--- src/rtl/thermal_irq_ctrl.sv ---
module thermal_irq_ctrl #(
  parameter int ADDR_W = 3
) (
  input  logic              clk,
  input  logic              rst_n,
  input  logic              wr_en,
  input  logic              rd_en,
  input  logic [ADDR_W-1:0] addr,
  input  logic [31:0]       wdata,
  output logic [31:0]       rdata,
  input  logic              code_valid,
  input  logic [7:0]        code,
  output logic              irq,
  output logic              trip
);
  localparam int LVLS = 3;
  localparam int FLAGS = 2 * LVLS;
  localparam logic [ADDR_W-1:0] A_CTRL = ADDR_W'(0);
  localparam logic [ADDR_W-1:0] A_RISE = ADDR_W'(1);
  localparam logic [ADDR_W-1:0] A_FALL = ADDR_W'(2);
  localparam logic [ADDR_W-1:0] A_EN   = ADDR_W'(3);
  localparam logic [ADDR_W-1:0] A_CLR  = ADDR_W'(4);
  localparam logic [ADDR_W-1:0] A_TEMP = ADDR_W'(5);
  localparam logic [31:0] CTRL_MASK = 32'h1FF0_1F01;
  localparam logic [31:0] THR_MASK  = 32'hFFFF_FF00;
  localparam logic [31:0] EN_MASK   = 32'h0111_0111;

  logic [31:0] ctrl_q, rise_q, fall_q, en_q;
  logic [7:0]  temp_q;
  logic [FLAGS-1:0] pend_q, hit, en_v, clr_v;

  wire core_en = ctrl_q[0];
  wire trip_en = ctrl_q[12];
  wire smp     = code_valid & core_en;
  wire clr_wr  = wr_en && (addr == A_CLR);

  genvar i;
  generate
    for (i = 0; i < LVLS; i++) begin : g_lvl
      wire [7:0] thr_r = rise_q[8*i+15 -: 8];
      wire [7:0] thr_f = fall_q[8*i+15 -: 8];
      assign hit[i]        = smp && (temp_q < thr_r) && (code >= thr_r);
      assign hit[i+LVLS]   = smp && (thr_f != 8'd0) && (temp_q >= thr_f) && (code < thr_f);
      assign en_v[i]       = en_q[4*i];
      assign en_v[i+LVLS]  = en_q[16+4*i];
      assign clr_v[i]      = clr_wr & wdata[4*i];
      assign clr_v[i+LVLS] = clr_wr & wdata[16+4*i];

      AST_FALL_ZERO_OFF: assert property (@(posedge clk) disable iff (!rst_n)
        $rose(pend_q[i+LVLS]) |-> $past(thr_f != 8'd0));
    end
    for (i = 0; i < FLAGS; i++) begin : g_flag
      AST_FLAG_NEEDS_SAMPLE: assert property (@(posedge clk) disable iff (!rst_n)
        $rose(pend_q[i]) |-> $past(smp));
      AST_HIT_LATCHES: assert property (@(posedge clk) disable iff (!rst_n)
        hit[i] |=> pend_q[i]);
      AST_FALL_NEEDS_CLEAR: assert property (@(posedge clk) disable iff (!rst_n)
        $fell(pend_q[i]) |-> $past(clr_v[i]));
    end
  endgenerate

  always_ff @(posedge clk or negedge rst_n) begin
    if (!rst_n) begin
      ctrl_q <= '0;
      rise_q <= '0;
      fall_q <= '0;
      en_q   <= '0;
      temp_q <= '0;
      pend_q <= '0;
      rdata  <= '0;
    end else begin
      if (wr_en) begin
        case (addr)
          A_CTRL:  ctrl_q <= wdata & CTRL_MASK;
          A_RISE:  rise_q <= wdata & THR_MASK;
          A_FALL:  fall_q <= wdata & THR_MASK;
          A_EN:    en_q   <= wdata & EN_MASK;
          default: ;
        endcase
      end
      if (smp) temp_q <= code;
      pend_q <= (pend_q & ~clr_v) | hit;
      if (rd_en) begin
        case (addr)
          A_CTRL:  rdata <= ctrl_q;
          A_RISE:  rdata <= rise_q;
          A_FALL:  rdata <= fall_q;
          A_EN:    rdata <= en_q;
          A_TEMP:  rdata <= {24'd0, temp_q};
          default: rdata <= '0;
        endcase
      end
    end
  end

  assign irq  = |(pend_q & en_v);
  assign trip = core_en & trip_en & (temp_q >= rise_q[31:24]);

  AST_TEMP_HOLD: assert property (@(posedge clk) disable iff (!rst_n)
    !smp |=> $stable(temp_q));
endmodule

--- config.mk ---
export PLATFORM = sky130hd
export DESIGN_NAME = thermal_irq_ctrl
export DESIGN_NICKNAME = d
export VERILOG_FILES = /design/src/rtl/thermal_irq_ctrl.sv
export SDC_FILE = /design/constraint.sdc
export NUM_CORES = 1
export LEC_CHECK = 0
export BUFFER_PORTS_ARGS = -buffer_cell sky130_fd_sc_hd__buf_4
export CAP_MARGIN = 15
export CORE_ASPECT_RATIO = 1.4
export CORE_MARGIN = 1
export CORE_UTILIZATION = 25
export DETAILED_ROUTE_END_ITERATION = 6
export GPL_TIMING_DRIVEN = 0
export PLACE_DENSITY_LB_ADDON = 0.15
export SYNTH_ARGS = -nofsm -noshare
export SYNTH_HDL_FRONTEND = slang
export SYNTH_SLANG_ARGS = --single-unit
--- constraint.sdc ---
create_clock -name clk -period 3.65 [get_ports clk]
set_input_delay 0.1825 -clock clk [delete_from_list [all_inputs] [get_ports clk]]
set_output_delay 0.1825 -clock clk [all_outputs]
set_load 0.01 [all_outputs]
==> impl_metrics.csv <==
group,metric,value,unit
outcome,outcome,"finished clean",
setup_path,cp-end-kind,"primary output",
floorplanning,coreArea,26360,µm²
grt,grt_max_degree,80,
cts,cts_buffers,17,
routing,drc,0,
cts,cts_buffer_depth,2,
floorplanning,die_width,141.1,µm
setup_path,critPathBufInv,1,
routing,dr_wl_met3,706,µm
setup_path,cp_slowest_cell,"dfrtp_1",
sta,fin_hold_ws,0.03437,ns
sta,finalHoldViolCount,0,
cells_and_area,drive_above_1_share,19.09,%
sta,worstMarginPinSlew,0.9892,ns
floorplanning,start_util,25.70,%
yosys,postSynthNetCount,827,
yosys,syn_avg_cell_area,9.850,µm²
cts,htreeDepth,4,
routing,drt-met1-wl,9643,µm
sta,worst_slack,0.8476,ns
yosys,yosysTopAreaCell,"dfrtp_1",
yosys,synth-seq-area-share,42.47,%
cells_and_area,final_nets,943,
sta,rsz0062_at_grt,"no",
placed_design,place_congestion,0.7787,
placed_design,place_hpwl,17700,µm
placed_design,pre_cts_slack,1.265,ns
cts,root_buffer,"clkbuf_16",
sta,drv_slew,0,
routing,wl_per_cell,20.47,µm
grt,grt_pass1_vias,5763,
setup_path,crit_family,"flip-flops",
routing,dr_wl_met2,13210,µm
cells_and_area,layout_commonest_cell,"dfrtp_1",
floorplanning,ios,82,
cells_and_area,antenna_cells,0,
grt,track_usage,18.55,%
routing,drtAntennaViolNets,0,
floorplanning,die-height,196.8,µm
yosys,synth_edf_count,0,
setup_path,crit_required,3.47,ns
cts,postCtsSetupRepairBufs,0,
setup_path,arrival,2.62,ns
sta,fin_tns_setup,0,ns
routing,wl,24090,µm
cts,cts.clk_slew.worst_paths,0.06,ns
cells_and_area,multi_input_area,3485,µm²
sta,setup_viol,0,
sta,max-slew-margin-rel,33.55,%
yosys,ys_ff_latch,115,
yosys,ys.warnings.count,0,
routing,drt_iter0_markers,233,
yosys,synth.cell_area,6776,µm²
yosys,synth.area.top_cells,"dfrtp_1, ha_1, mux2_2",
grt,antenna_found_initial,0,
setup_path,path_cells,"ha_1, nor2b_1, o211ai_1, a21oi_1, nor4_1, nor2_1, buf_4",
cells_and_area,layout.area.seq,2878,µm²
floorplanning,die-area,27780,µm²
cts,numClockSinks,115,
routing,vias,5582,
cells_and_area,final_cell_mix,"dfrtp_1, ha_1, inv_1, buf_4, nand2_1",
cells_and_area,layoutNonFillerInstCount,1177,
yosys,syn_inst,688,
cells_and_area,fill_cells,2776,
yosys,synth_ff_type,"dfrtp_1",
floorplanning,fp-row-count,70,
hold_path,hold_class,"primary input to flip-flop",
pwr,p_leak,3.963,nW
yosys,synth_top_area_share,42.47,%
sta,finalCritPeriodShare,76.78,%
cells_and_area,fin_area,8730,µm²
routing,viasPerCell,4.743,
pwr,p_per_area,614.3,nW/µm²
sta,finalCriticalPeriod,2.802,ns
sta,skew,0.009446,ns
placed_design,place_inst,1124,
setup_path,startpoint_type,"flip-flop",
yosys,ys_async_sr_fraction,100.0,%
sta,max_freq,0.3568,GHz
cts,cts_tree,"yes",
cells_and_area,area_growth,28.82,%
job,max_cap_viol_count,0,
setup_path,path_max_fanout,8,
cts,worstSkewPairLatency,0.43,ns
yosys,ys_types,43,
placed_design,portBuffers,75,
setup_path,cpPeakStageDelay,0.72,ns
routing,first_pass_iters,5,
pwr,vdd.ir_drop.worst,351.0,µV
setup_path,path_class,"flip-flop to primary output",
placed_design,place_area,7821,µm²
grt,grt_pass1_wl,36730,µm
grt,overflow,0,
routing,topRoutingLayerUsed,"met4",
[cell families after synthesis]
group,Yosys count,share of synthesized area [%]
AO/OA/AOI/OAI,180,16.17
adder cells (fa/ha/maj),91,16.80
buffers and inverters,108,6.112
flip-flops,115,42.47
multiplexers,49,8.438
AND/OR/NAND/NOR,145,10.01
[layer usage]
layer	track usage (%)	vias up
met5	0	-
met4	7.005	0
met3	2.843	28
met2	34.51	111
met1	21.06	2745
li1	-	2698
[per-stage QoR]
stage | power [mW] | utilization, %
after floorplan | 2.725 | -
after global placement | 3.339 | 29.55
after detailed placement | 3.371 | 29.67
after CTS | 5.429 | 33.11
after global routing | 5.728 | 33.11
final | 5.362 | 33.11
[repair_timing]
action | CTS | global route
hold buffers | 21 | 0
hold endpoints to repair | 79 | 0
endpoints found under the setup margin | 0 | 0
resized for setup | 0 | 0
[sequential cells by signal (all words and copies together), names as in the netlist]
| signal | count |
|---|---|
| temp_q | 8 |
| rdata | 32 |
| en_q | 6 |
| ctrl_q | 15 |
| pend_q | 6 |
| rise_q | 24 |
| fall_q | 24 |
[area by class of cell]
class	instances	area share [%]
repair buffers	97	9.216
well taps	360	5.160
plain buffers	26	1.218
inverters	82	3.526
multi-input cells	465	39.92
clock inverters	13	2.924
clock buffers	19	5.074
flip-flops and latches	115	32.97
[worst register-to-register path, cell delays in order, from the launching register on]
cell and delay (ns):
dfrtp_1 0.72, ha_1 0.37, a2111oi_2 0.32, nor3_1 0.07, or4_1 0.48, o2bb2ai_1 0.17
[worst paths after layout]
| path | slack, ns | end | start | cells past startpoint |
|---|---|---|---|---|
| min in group asynchronous | 0.22 | fall_q[19]$_DFFE_PN0P_ | rst_n | 2 |
| worst min register to register | 0.50 | ctrl_q[23]$_DFFE_PN0P_ | ctrl_q[23]$_DFFE_PN0P_ | 1 |
| worst max-delay path | 0.85 | trip | temp_q[1]$_DFFE_PN0P_ | 7 |
| worst min-delay path | 0.03 | ctrl_q[24]$_DFFE_PN0P_ | wdata[24] | 2 |
| worst max register to register | 1.45 | pend_q[0]$_DFF_PN0_ | temp_q[1]$_DFFE_PN0P_ | 5 |
| max in group asynchronous | 2.69 | rdata[4]$_DFFE_PN0P_ | rst_n | 3 |
[cells in the mapped netlist, drive strengths merged, types with 3 or more instances]
cell type  count
mux2i         11
inv           82
ha            91
nor2          26
mux4           3
o22ai         31
nand3          4
nand4         10
dfrtp        115
o21bai         3
nor4           8
nor2b          8
o31ai          3
a211oi         8
clkbuf        17
nor3           6
a22oi         14
a21o           6
a21oi         33
mux2          35
nand2b         6
o21ai         66
nand2         68
buf            9
nor3b          3
[power breakdown]
| group | switching [mW] | internal (mW) | leakage [nW] | total, mW |
|---|---|---|---|---|
| Sequential | 0.333 | 1.54 | 1.43 | 1.87 |
| Combinational | 0.797 | 0.691 | 2.21 | 1.49 |
| Clock | 0.639 | 1.37 | 0.329 | 2.01 |
No activity file was read; power rests on OpenSTA's default activity.
